`src/rtl/aux_sysctl_pkg.sv`:
```
package aux_sysctl_pkg;
  localparam int ADDR_W = 32;
  localparam logic [ADDR_W-1:0] DEC_MASK = 32'h0FFF_0000;

  typedef enum logic [2:0] {
    WIN_CFG   = 3'd0,
    WIN_AUX1  = 3'd1,
    WIN_AUX2  = 3'd2,
    WIN_DIAG  = 3'd3,
    WIN_MODEM = 3'd4,
    WIN_SYS   = 3'd5,
    WIN_PM    = 3'd6
  } win_e;

  localparam int N_WIN = 7;

  // bit positions with behaviour tied to them
  localparam int PF_EN_BIT  = 3;  // configuration: power-fail enable
  localparam int PF_FLG_BIT = 2;  // auxiliary-2: power-fail flag
  localparam int ACK_BIT    = 1;  // auxiliary-2 write: clear flag
  localparam int CMD_BIT    = 0;  // aux-2 shutdown / sysctl reset command

  function automatic logic [ADDR_W-1:0] win_base(input int idx);
    case (idx)
      0:       return 32'h0180_0000;
      1:       return 32'h0190_0000;
      2:       return 32'h0191_0000;
      3:       return 32'h01A0_0000;
      4:       return 32'h01B0_0000;
      5:       return 32'h01F0_0000;
      default: return 32'h0A00_0000;
    endcase
  endfunction
endpackage

```
`src/rtl/aux_addr_dec.sv`:
```
module aux_addr_dec
  import aux_sysctl_pkg::*;
(
  input  logic [ADDR_W-1:0] addr,
  output logic [N_WIN-1:0]  hit
);
  logic [ADDR_W-1:0] masked;
  assign masked = addr & DEC_MASK;

  for (genvar i = 0; i < N_WIN; i++) begin : g_win
    assign hit[i] = (masked == win_base(i));
  end
endmodule

```
`src/rtl/aux_sync.sv`:
```
module aux_sync #(
  parameter int STAGES = 2
) (
  input  logic clk,
  input  logic rst_n,
  input  logic d_in,
  output logic d_out
);
  logic [STAGES-1:0] chain;

  always_ff @(posedge clk or negedge rst_n) begin
    if (!rst_n) chain[0] <= 1'b0;
    else        chain[0] <= d_in;
  end

  for (genvar i = 1; i < STAGES; i++) begin : g_stage
    always_ff @(posedge clk or negedge rst_n) begin
      if (!rst_n) chain[i] <= 1'b0;
      else        chain[i] <= chain[i-1];
    end
  end

  assign d_out = chain[STAGES-1];
endmodule

```
`src/rtl/aux_reg_bank.sv`:
```
module aux_reg_bank
  import aux_sysctl_pkg::*;
#(
  parameter int DATA_W = 8
) (
  input  logic              clk,
  input  logic              rst_n,
  input  logic              soft_rst,
  input  logic [N_WIN-1:0]  hit,
  input  logic [DATA_W-1:0] wr_data,
  input  logic              wr_en,
  input  logic              rd_en,
  input  logic              pf_sync,
  output logic [DATA_W-1:0] rd_data,
  output logic              irq_out,
  output logic              shutdown_req,
  output logic              reset_req,
  output logic              halt_req
);
  localparam logic [DATA_W-1:0] SYS_DONE = DATA_W'(2);

  logic [DATA_W-1:0] cfg_q, aux1_q, diag_q, modem_q, sys_q;
  logic              cmd0_q, flag_q;
  logic [DATA_W-1:0] aux2_view, rd_mux;
  logic              wr_ok;

  assign wr_ok = wr_en & ~soft_rst;

  always_comb begin
    aux2_view = '0;
    aux2_view[CMD_BIT]    = cmd0_q;
    aux2_view[PF_FLG_BIT] = flag_q;
  end

  always_comb begin
    rd_mux = '0;
    unique case (1'b1)
      hit[WIN_CFG]:   rd_mux = cfg_q;
      hit[WIN_AUX1]:  rd_mux = aux1_q;
      hit[WIN_AUX2]:  rd_mux = aux2_view;
      hit[WIN_DIAG]:  rd_mux = diag_q;
      hit[WIN_MODEM]: rd_mux = modem_q;
      hit[WIN_SYS]:   rd_mux = sys_q;
      default:        rd_mux = '0;
    endcase
  end

  // registers cleared by either reset
  always_ff @(posedge clk or negedge rst_n) begin
    if (!rst_n) begin
      cfg_q  <= '0;
      aux1_q <= '0;
      modem_q <= '0;
      cmd0_q <= 1'b0;
      flag_q <= 1'b0;
    end else if (soft_rst) begin
      cfg_q  <= '0;
      aux1_q <= '0;
      modem_q <= '0;
      cmd0_q <= 1'b0;
      flag_q <= 1'b0;
    end else begin
      flag_q <= pf_sync & cfg_q[PF_EN_BIT];
      if (wr_en && hit[WIN_CFG])   cfg_q   <= wr_data;
      if (wr_en && hit[WIN_AUX1])  aux1_q  <= wr_data;
      if (wr_en && hit[WIN_MODEM]) modem_q <= wr_data;
      if (wr_en && hit[WIN_AUX2]) begin
        cmd0_q <= wr_data[CMD_BIT];
        if (wr_data[ACK_BIT]) flag_q <= 1'b0;
      end
    end
  end

  // registers kept through soft reset
  always_ff @(posedge clk or negedge rst_n) begin
    if (!rst_n) begin
      diag_q <= '0;
      sys_q  <= '0;
    end else if (wr_ok) begin
      if (hit[WIN_DIAG]) diag_q <= wr_data;
      if (hit[WIN_SYS] && wr_data[CMD_BIT]) sys_q <= SYS_DONE;
    end
  end

  // request pulses and read data
  always_ff @(posedge clk or negedge rst_n) begin
    if (!rst_n) begin
      shutdown_req <= 1'b0;
      reset_req    <= 1'b0;
      halt_req     <= 1'b0;
      rd_data      <= '0;
    end else begin
      shutdown_req <= wr_ok & hit[WIN_AUX2] & wr_data[CMD_BIT];
      reset_req    <= wr_ok & hit[WIN_SYS]  & wr_data[CMD_BIT];
      halt_req     <= wr_ok & hit[WIN_PM];
      rd_data      <= rd_en ? rd_mux : '0;
    end
  end

  assign irq_out = flag_q & cfg_q[PF_EN_BIT];

  assert_flag_from_input_R4: assert property (@(posedge clk) disable iff (!rst_n)
    $rose(flag_q) |-> $past(pf_sync));
  assert_shutdown_cause_R7: assert property (@(posedge clk) disable iff (!rst_n)
    shutdown_req |-> $past(wr_en && !soft_rst && hit[WIN_AUX2] && wr_data[CMD_BIT]));
  assert_reset_loads_R8: assert property (@(posedge clk) disable iff (!rst_n)
    reset_req |-> (sys_q == SYS_DONE));
  assert_halt_cause_R9: assert property (@(posedge clk) disable iff (!rst_n)
    halt_req |-> $past(wr_en && !soft_rst && hit[WIN_PM]));
  assert_soft_keeps_R11: assert property (@(posedge clk) disable iff (!rst_n)
    soft_rst |=> ($stable(diag_q) && $stable(sys_q) && cfg_q == '0 && !irq_out));
endmodule

```
`src/rtl/aux_sysctl_top.sv`:
```
module aux_sysctl_top
  import aux_sysctl_pkg::*;
#(
  parameter int DATA_W      = 8,
  parameter int SYNC_STAGES = 2
) (
  input  logic              clk,
  input  logic              rst_n,
  input  logic              soft_rst,
  input  logic [ADDR_W-1:0] bus_addr,
  input  logic [DATA_W-1:0] wr_data,
  input  logic              wr_en,
  input  logic              rd_en,
  output logic [DATA_W-1:0] rd_data,
  input  logic              pwr_fail_in,
  output logic              irq_out,
  output logic              shutdown_req,
  output logic              reset_req,
  output logic              halt_req
);
  logic [N_WIN-1:0] hit;
  logic             pf_sync;

  aux_addr_dec u_dec (
    .addr (bus_addr),
    .hit  (hit)
  );

  aux_sync #(.STAGES(SYNC_STAGES)) u_sync (
    .clk   (clk),
    .rst_n (rst_n),
    .d_in  (pwr_fail_in),
    .d_out (pf_sync)
  );

  aux_reg_bank #(.DATA_W(DATA_W)) u_bank (
    .clk          (clk),
    .rst_n        (rst_n),
    .soft_rst     (soft_rst),
    .hit          (hit),
    .wr_data      (wr_data),
    .wr_en        (wr_en),
    .rd_en        (rd_en),
    .pf_sync      (pf_sync),
    .rd_data      (rd_data),
    .irq_out      (irq_out),
    .shutdown_req (shutdown_req),
    .reset_req    (reset_req),
    .halt_req     (halt_req)
  );

  assert_pulses_exclusive_R1: assert property (@(posedge clk) disable iff (!rst_n)
    $countones({shutdown_req, reset_req, halt_req}) <= 1);
endmodule

```
`config.mk`:
```
export PLATFORM = sky130hd
export DESIGN_NAME = aux_sysctl_top
export DESIGN_NICKNAME = d
export VERILOG_FILES = /design/src/rtl/aux_sysctl_pkg.sv /design/src/rtl/aux_addr_dec.sv /design/src/rtl/aux_sync.sv /design/src/rtl/aux_reg_bank.sv /design/src/rtl/aux_sysctl_top.sv
export SDC_FILE = /design/constraint.sdc
export NUM_CORES = 1
export LEC_CHECK = 0
export BUFFER_PORTS_ARGS = -buffer_cell sky130_fd_sc_hd__clkbuf_2
export CAP_MARGIN = 15
export CORE_MARGIN = 2
export CORE_UTILIZATION = 47
export DETAILED_ROUTE_END_ITERATION = 8
export GPL_TIMING_DRIVEN = 0
export PLACE_DENSITY = 0.75
export SYNTH_ARGS = -nofsm -noshare
export SYNTH_HDL_FRONTEND = slang
export SYNTH_SLANG_ARGS = --single-unit
```
`constraint.sdc`:
```
create_clock -name clk -period 1.02 [get_ports clk]
set_input_delay 0.255 -clock clk [delete_from_list [all_inputs] [get_ports clk]]
set_output_delay 0.255 -clock clk [all_outputs]
set_load 0.01 [all_outputs]
```
==> results of run 1 <==
[worst max-delay path, delay by kind of cell]
kind	cells	cell delay [ns]
mux	1	0.35
simple gates	2	0.62
buf+inv	1	0.19
[kinds of logic after synthesis]
family	count (synthesis)	synth area share [%]
multiplexers	44	22.9
AO/OA/AOI/OAI	10	3.72
AND/OR/NAND/NOR	73	18.8
buffers and inverters	13	2.80
flip-flops	48	51.8
[final timing paths]
path | start | endpoint
worst max-delay path | bus_addr[22] | u_bank.diag_q[3]
worst min-delay path | pwr_fail_in | u_sync.chain[0]
worst max register to register | u_bank.modem_q[1] | u_bank.rd_data[1]
worst min register to register | u_sync.chain[0] | u_sync.d_out
max in group asynchronous | rst_n | u_bank.rd_data[1]
min in group asynchronous | rst_n | u_bank.modem_q[7]
[cell type report]
class | instances | area share, %
Clock inverter | 1 | 0.249
Multi-Input combinational cell | 127 | 39.4
Timing Repair Buffer | 47 | 10.9
Buffer | 11 | 3.77
Sequential cell | 48 | 39.8
Tap cell | 67 | 2.78
Clock buffer | 7 | 2.86
Inverter | 2 | 0.249
[flip-flops by register name (all words and copies together), names as in the netlist, 8 cells and up]
name	cells
u_bank.diag_q	8
u_bank.modem_q	8
u_bank.cfg_q	8
u_bank.aux1_q	8
u_bank.rd_data	8
[per-stage QoR]
stage	instances	util, %	power (mW)	cell area, um2
final	310	63.5	3.43	3020
after detailed placement	289	56.2	2.25	2670
after global routing	310	63.5	3.55	3020
after floorplan	188	-	2.10	2400
after CTS	307	61.4	3.43	2920
after global placement	288	55.8	2.23	2650
[placed cells by master (no fill, tap or decap), types with 6 or more instances in the layout]
cell type | synthesis | layout
buf_4 | 3 | 9
mux4_2 | 6 | 6
nor2b_1 | 8 | 7
nand2_1 | 36 | 36
buf_6 | 0 | 10
clkbuf_8 | 0 | 6
dfrtp_1 | 48 | 48
mux2_2 | 12 | 8
mux2i_1 | 26 | 26
clkbuf_2 | 0 | 31
[layer usage]
metal	part of all wire (%)	track usage (%)
met2	49	30.3
met1	46	28.1
met5	0	0
met3	3.9	3.79
met4	1.1	6.94
[what timing repair did]
item | CTS | global route
hold endpoints to repair | 14 | 0
pin swaps | 10 | 4
hold buffers | 1 | 0
gates resized for setup | 17 | 18
buffers inserted | 9 | 3
setup endpoints to repair | 58 | 55
cloned | 0 | 0
[power groups by stage]
stage | Sequential [mW] | Combinational [mW] | Clock, mW
finish | 1.91 | 0.350 | 1.18
global route | 1.91 | 0.381 | 1.26
CTS | 1.91 | 0.334 | 1.19
detailed placement | 1.95 | 0.300 | 0
global placement | 1.95 | 0.288 | 0
floorplan | 1.95 | 0.152 | 0
==> reports/results.ini, run 1 <==
[die]
start_util_pct=48.8
fp-row-count=25
core-area_um2=4750
die_w_um=74.3
io_pins=58
die-area_um2=5510
die_h_um=74.3

[worst_setup_path]
cp-end-kind=register
path_max_fanout=10
slowest_stage=nor4bb_4
start_kind=primary input
rrSetupSlack_ns=-0.20
cp_cell_sequence=clkbuf_2, nor4bb_4, nand4_4, mux2_4
cp.required_ns=1.21
criticalPathCategory=primary input to register
reg2reg_depth=3
critPathArrivalTime_ns=1.43
cpPeakStageDelay_ns=0.37

[yosys]
synth_edf_count=0
synth_nets=234
async_flop_share_pct=100
synth_seq_area_share_pct=51.8
synth_area_leaders=dfrtp_1 52%, mux2i_1 11%, nand2_1 5.8%
synth-seq-cells=48
yosysWarnings=0
syn_area_um2=2320
netlist_top_cells_count=48 x dfrtp_1, 36 x nand2_1, 26 x mux2i_1
yosysTopAreaCellShare_pct=51.8
synthFlopType=dfrtp_1
avgSynthCellArea_um2=12.3
synthCells=188
yosys.area.top_type=dfrtp_1
synth_cell_types=34
synth_most_common_cell=dfrtp_1

[clock_tree]
numCtsBuffers=5
htree_levels=2
cts_tree=built
clockBufferDepth=2
clk_pin_slew_worst_paths_ns=0.08
cts_root_buffer=clkbuf_8
cts.sinks=48
clkLatencyLatePin_ns=0.30

[detailed_routing]
wirelength_um=5200
via_per_inst=5.45
drt_pre_antenna_iters=5
drt-wirelength-per-cell_um=16.8
route.detailed.drc=0
via_count=1689
drt-initial-drc-count=114
ant_nets=0

[timing]
fin_hold_ws_ns=0.0524
fmax_ghz=0.809
slew_headroom_pct=65.1
worstMarginPinSlew_ns=0.523
period_minus_slack_ns=1.24
hold_viol_final=0
rsz0062_at_grt=yes
setup_viol=54
fin_ws_ns=-0.216
finalMaxSlewViolations=0
setup_tns_ns=-5.05
fin_crit_sh_pct=121
skew_ns=0.00679

[global_routing]
grt_pass1_wl_um=8000
first_global_vias=1558
grt_max_degree=35
antenna_found_initial=0
grt-ovfl-total=0
grt_use_total_pct=19.7

[layout]
regArea_um2=1200
syn_to_final_growth_pct=30.1
diodes=0
final_net_count=288
final.fill_count=374
drive_gt1_share_pct=40.3
multi_input_area_um2=1190

[placed_design]
post-place-ws_ns=-0.816
portBuffers=33
hpwl_um=3370
gp_congestion=0.788

[power]
p_sw_share_pct=24.2
comb_power_share_pct=10.2
p_sw_uw=833
p_clk_share_pct=34.3
p_seq_share_pct=55.5
internal-power_mw=2.60
ir_drop_v=0.000862
p_per_area_nw_per_um2=1140
p_leak_nw=1.51

[hold_path]
hold_path.class=primary input to register
hold_depth=1

[run]
cap_violations=0

[status]
violations=negative setup slack
status=finished with violations

No activity file was read; power rests on OpenSTA's default activity.
==> run 2: changes to the inputs <==
--- a/config.mk
+++ b/config.mk
@@ -8,10 +8,11 @@
 export BUFFER_PORTS_ARGS = -buffer_cell sky130_fd_sc_hd__clkbuf_2
 export CAP_MARGIN = 15
 export CORE_MARGIN = 2
-export CORE_UTILIZATION = 47
+export CORE_UTILIZATION = 59
+export CTS_BUF_LIST = sky130_fd_sc_hd__clkbuf_4
 export DETAILED_ROUTE_END_ITERATION = 8
 export GPL_TIMING_DRIVEN = 0
-export PLACE_DENSITY = 0.75
+export PLACE_DENSITY_LB_ADDON = 0.05
 export SYNTH_ARGS = -nofsm -noshare
 export SYNTH_HDL_FRONTEND = slang
 export SYNTH_SLANG_ARGS = --single-unit
==> constraint.sdc (replaced) <==
create_clock -name clk -period 1.5 [get_ports clk]
set_input_delay 0.375 -clock clk [delete_from_list [all_inputs] [get_ports clk]]
set_output_delay 0.375 -clock clk [all_outputs]
set_load 0.01 [all_outputs]
==> run 2 against run 1 <==
Compared with the run above: the flow now finishes without violations; combinational power decreased by 42%; sequential share of layout area increased by 4.4 points; via count decreased by 0.24%; clock skew decreased by 0.0053 ns; final cell count decreased by 9.0%; hold slack improved by 0.055 ns; critical path depth increased by 1; die area decreased by 19%; worst setup slack improved by 0.27 ns; global-route usage increased by 6.3 points; critical endpoint is now u_bank.diag_q[0]; largest power group unchanged; highest routed layer unchanged.
==> reports/results.ini, run 2 (synthesis gave the netlist of run 1 again) <==
[clock_tree]
clk_pin_slew_worst_paths_ns=0.13  ; +0.05 ns
cts_root_buffer=clkbuf_4
clockBufferDepth=2  ; unchanged
clkLatencyLatePin_ns=0.36  ; +0.06 ns
numCtsBuffers=5  ; unchanged
cts.sinks=48  ; unchanged
htree_levels=2  ; unchanged
cts_tree=built

[layout]
final_common_cell=dfrtp_1
diodes=0  ; unchanged
final.fill_count=282  ; -25%
final_net_count=280  ; -2.8%
final_util_pct=73.2  ; +9.7 points
final_cell_mix=48 x dfrtp_1, 36 x nand2_1, 34 x clkbuf_2, 26 x mux2i_1, 11 x mux2_2
syn_to_final_growth_pct=17.3
drive_gt1_share_pct=34.2  ; -6.1 points

[power]
p_leak_nw=1.41  ; -6.7%
p_per_area_nw_per_um2=763  ; -33%
ir_drop_v=0.000753  ; -13%

[placed_design]
portBuffers=33  ; unchanged
gp_congestion=0.812  ; +3.0%
hpwl_um=3630  ; +7.6%

[global_routing]
grt_max_degree=49  ; +40%
grt_pass1_wl_um=8280  ; +3.5%
grt-ovfl-total=0  ; unchanged
first_global_vias=1713  ; +9.9%
antenna_found_initial=0  ; unchanged
grt_use_total_pct=25.9  ; +6.3 points

[hold_path]
hold_depth=1  ; unchanged
hold_path.class=primary input to register

[die]
die-area_um2=4450  ; -19%
fp-row-count=22  ; -12%
io_pins=58  ; unchanged
die_w_um=66.7  ; -10%
die_h_um=66.7  ; -10%
start_util_pct=62.4  ; +14 points
core-area_um2=3720  ; -22%

[worst_setup_path]
cp.required_ns=1.76  ; +0.55 ns
cp_cell_sequence=clkbuf_2, nor4b_2, buf_4, nand4_4, mux2_4
reg2reg_depth=3  ; unchanged
critPathArrivalTime_ns=1.71  ; +0.28 ns
cpPeakStageDelay_ns=0.36  ; about the same
path_delay_family=simple AND/OR/NAND/NOR gates
cp-end-kind=register
path_max_fanout=10  ; unchanged
cp_num_cells=5  ; +1
crit_buf_inv=2  ; +1
slowest_stage=mux2_4
start_kind=primary input
criticalPathCategory=primary input to register

[timing]
period_minus_slack_ns=1.45
setup_viol=0  ; -100%
worstMarginPinSlew_ns=0.563  ; +0.0396 ns
finalMaxSlewViolations=0  ; unchanged
hold_viol_final=0  ; unchanged
skew_ns=0.00152  ; -0.00527 ns
slew_headroom_pct=62.5  ; -2.6 points
fin_hold_ws_ns=0.108  ; +0.0554 ns
rsz0062_at_grt=no
fmax_ghz=0.690
fin_crit_sh_pct=96.6

[run]
cap_violations=0  ; unchanged

[detailed_routing]
drt-initial-drc-count=182  ; +60%
via_per_inst=5.98  ; +9.7%
drt-wirelength-per-cell_um=18.6  ; +11%
route.detailed.drc=0  ; unchanged
via_count=1685  ; -0.24%
drt_pre_antenna_iters=4  ; -1
wirelength_um=5240  ; +0.77%
ant_nets=0  ; unchanged

[status]
status=finished, final reports clean

[run 2: layout make-up]
cell class | instances | area (um2) | area share (%)
Sequential cell | 48 | 1200 | 44.2
Multi-Input combinational cell | 127 | 1100 | 40.6
Timing Repair Buffer | 39 | 225 | 8.28
Buffer | 11 | 71.3 | 2.62
Tap cell | 48 | 60.1 | 2.21
Clock buffer | 5 | 37.5 | 1.38
Clock inverter | 2 | 12.5 | 0.460
Inverter | 2 | 7.51 | 0.276
[run 2: routing by layer]
layer  part of all wire, %  wire length (um)  vias up  global-route usage [%]
met3                   4.3               223       10                    5.41
met2                    52              2740       42                    46.1
li1                      -                 -      774                       -
met1                    42              2210      859                    31.9
met4                   1.3                66        0                    6.89
met5                     0                 0        -                       0
[run 2: worst paths after layout]
path	startpoint	endpoint	slack [ns]
worst max-delay path	bus_addr[25]	u_bank.diag_q[0]	0.05
worst min-delay path	pwr_fail_in	u_sync.chain[0]	0.11
worst max register to register	u_bank.modem_q[1]	u_bank.rd_data[1]	0.27
worst min register to register	u_sync.chain[0]	u_sync.d_out	0.37
max in group asynchronous	rst_n	u_bank.cfg_q[2]	0.62
min in group asynchronous	rst_n	u_bank.rd_data[4]	0.40
[run 2: worst register-to-register path: stages (launching register included)]
cell and delay (ns):
dfrtp_1 0.40, mux4_2 0.49, a22oi_1 0.16, nor4_1 0.07
[run 2: timing repair]
item | CTS | global route
hold buffers | 0 | 1
buffers inserted | 4 | 0
pin swaps | 1 | 0
endpoints found under the hold margin | 0 | 9
endpoints found under the setup margin | 16 | 7
gates resized for setup | 1 | 2
[run 2: metrics by stage]
stage                     setup WS, ns  total power [mW]  setup TNS (ns)  cell area (um2)  instances
after CTS                       0.0362              2.07               0             2680        280
after global placement          -0.446              1.50          -13.32             2590        269
after global routing            0.0154              2.15               0             2720        282
after detailed placement        -0.519              1.51          -14.49             2590        269
after floorplan                -0.0691              1.42          -0.945             2370        188
final                           0.0509              2.08               0             2720        282
[run 2: power breakdown]
part	switching, mW	internal [mW]	leakage (nW)
logic	0.127	0.0755	0.713
clock network	0.402	0.172	0.0287
registers	0.00110	1.30	0.666
==> run 3: changes to the inputs <==
--- a/config.mk
+++ b/config.mk
@@ -7,6 +7,7 @@
 export LEC_CHECK = 0
 export BUFFER_PORTS_ARGS = -buffer_cell sky130_fd_sc_hd__clkbuf_2
 export CAP_MARGIN = 15
+export CORE_ASPECT_RATIO = 1.2
 export CORE_MARGIN = 2
 export CORE_UTILIZATION = 59
 export CTS_BUF_LIST = sky130_fd_sc_hd__clkbuf_4
==> run 3 against run 2 <==
Compared with the run above: via count grew 0.24%; register-to-register slack barely moved; clock skew is 0.0076 ns higher; combinational power about the same; largest cell class unchanged; sequential share of layout area decreased by 0.14 points.
==> reports/results.ini, run 3 (synthesis gave the netlist of run 1 again) <==
[global_routing]
grt-ovfl-total=0  ; unchanged
first_global_vias=1803  ; +5.3%
antenna_found_initial=0  ; unchanged
grt_pass1_wl_um=8610  ; +4.0%
grt_max_degree=49  ; unchanged
grt_use_total_pct=26.6  ; +0.68 points

[layout]
final_common_cell=dfrtp_1
final_cell_mix=48 x dfrtp_1, 36 x nand2_1, 34 x clkbuf_2, 26 x mux2i_1, 11 x mux2_2
syn_to_final_growth_pct=17.6
final_util_pct=73.9  ; +0.68 points
diodes=0  ; unchanged
fin_area_um2=2730  ; +0.32%
final_net_count=277  ; -1.1%
drive_gt1_share_pct=34.1  ; -0.14 points
stdcell_count=284  ; +0.71%
final.fill_count=261  ; -7.4%

[detailed_routing]
via_count=1689  ; +0.24%
ant_nets=0  ; unchanged
drt-wirelength-per-cell_um=18.1  ; -2.8%
wirelength_um=5130  ; -2.1%
top_layer=met4
drt_pre_antenna_iters=4  ; unchanged
route.detailed.drc=0  ; unchanged
drt-initial-drc-count=110  ; -40%
wl_met3_um=304  ; +36%
met1_length_um=2120  ; -4.4%
wl_met2_um=2570  ; -5.9%
via_per_inst=5.95  ; -0.47%

[die]
die_w_um=61.2  ; -8.2%
io_pins=58  ; unchanged
core-area_um2=3690  ; -0.61%
start_util_pct=62.8  ; +0.38 points
die_h_um=72.7  ; +9.0%
fp-row-count=24  ; +9.1%
die-area_um2=4450  ; about the same

[power]
ir_drop_v=0.000471  ; -37%
p_per_area_nw_per_um2=830  ; +8.8%
p_leak_nw=1.42  ; +0.72%
power_mw=2.27  ; +9.2%

[timing]
finalMaxSlewViolations=0  ; unchanged
hold_viol_final=0  ; unchanged
setup_viol=0  ; unchanged
fin_crit_sh_pct=96.3  ; -0.35 points
fmax_ghz=0.693  ; +0.36%
fin_hold_ws_ns=0.0113  ; -0.0965 ns
slew_headroom_pct=56.1  ; -6.4 points
setup_tns_ns=0  ; unchanged
period_minus_slack_ns=1.44  ; -0.00518 ns
worstMarginPinSlew_ns=0.659  ; +0.0960 ns
skew_ns=0.00908  ; +0.00756 ns
fin_ws_ns=0.0561  ; +0.00518 ns

[worst_setup_path]
cp.required_ns=1.12  ; -0.64 ns
r2r_end=u_bank.rd_data[1]
crit_path_end=irq_out
criticalPathCategory=register to primary output
reg2reg_depth=3  ; unchanged
r2r-start=u_bank.aux1_q[1]
cp-end-kind=primary output
crit_start=u_bank.cfg_q[3]
rrSetupSlack_ns=0.26  ; about the same
critPathArrivalTime_ns=1.07  ; -0.64 ns
path_max_fanout=4  ; -6
start_kind=register

[hold_path]
hold_path.class=primary input to async pin

[clock_tree]
cts_tree=built
clkLatencyLatePin_ns=0.36  ; about the same
clk_pin_slew_worst_paths_ns=0.14  ; about the same
cts_root_buffer=clkbuf_4
clockBufferDepth=2  ; unchanged
cts.sinks=48  ; unchanged
numCtsBuffers=5  ; unchanged
hold_buffers=0  ; unchanged
htree_levels=2  ; unchanged

[run]
cap_violations=0  ; unchanged

[placed_design]
post-place-ws_ns=-0.486  ; +0.0329 ns
place_inst=273  ; +1.5%
portBuffers=33  ; unchanged
gp_congestion=0.797  ; -1.8%
place_area_um2=2600  ; +0.19%
hpwl_um=3630  ; about the same

[status]
status=finished, final reports clean

==> run 3: cell types whose count changed in the layout (fill, tap and decap cells not counted), sizes merged <==
cell         delta
dlygate4sd3     -1
clkbuf          +1
bufinv          +1
buf             -2
clkinv          -1
==> run 3: worst min path at each step <==
stage	endpoint	slack [ns]	start	cells after the start
global route	u_bank.aux1_q[5]	0.04	rst_n	1
global placement	u_sync.d_out	0.34	u_sync.chain[0]	0
detailed placement	u_sync.d_out	0.34	u_sync.chain[0]	0
finish	u_bank.rd_data[1]	0.01	rst_n	1
floorplan	u_bank.aux1_q[0]	0.08	rst_n	0
CTS	u_sync.chain[0]	0.11	pwr_fail_in	1
==> run 3: cell type report <==
cell class	instances	area (um2)	area share, %
sequential	48	1200	44.0
tap	52	65.1	2.38
clock inverter	2	35.0	1.28
buffer	11	71.3	2.61
timing repair buffer	36	208	7.61
multi-input combinational	127	1100	40.2
inverter	2	7.51	0.275
clock buffer	6	45.0	1.65
==> run 3: metal layers <==
metal	GRT usage (%)	vias up
met5	0	-
met4	9.66	0
met2	43.1	66
met1	35.3	840
li1	-	769
met3	4.96	14
==> run 3: report_power, final <==
part / internal (mW) / switching [mW] / total [mW]
sequential: 1.30 / 0.00102 / 1.30
combinational: 0.0741 / 0.126 / 0.200
clock: 0.368 / 0.399 / 0.767
==> run 3: critical path, stage by stage, from the launching register on <==
cell and delay (ns):
dfrtp_1 0.44, and2_1 0.15, clkbuf_2 0.12
==> run 3: timing repair <==
item                                   in CTS  in global routing
gates resized for setup                     0                  3
buffers inserted                            2                  0
pin swaps                                   1                  0
setup endpoints to repair                  18                 18
endpoints found under the hold margin       0                  0
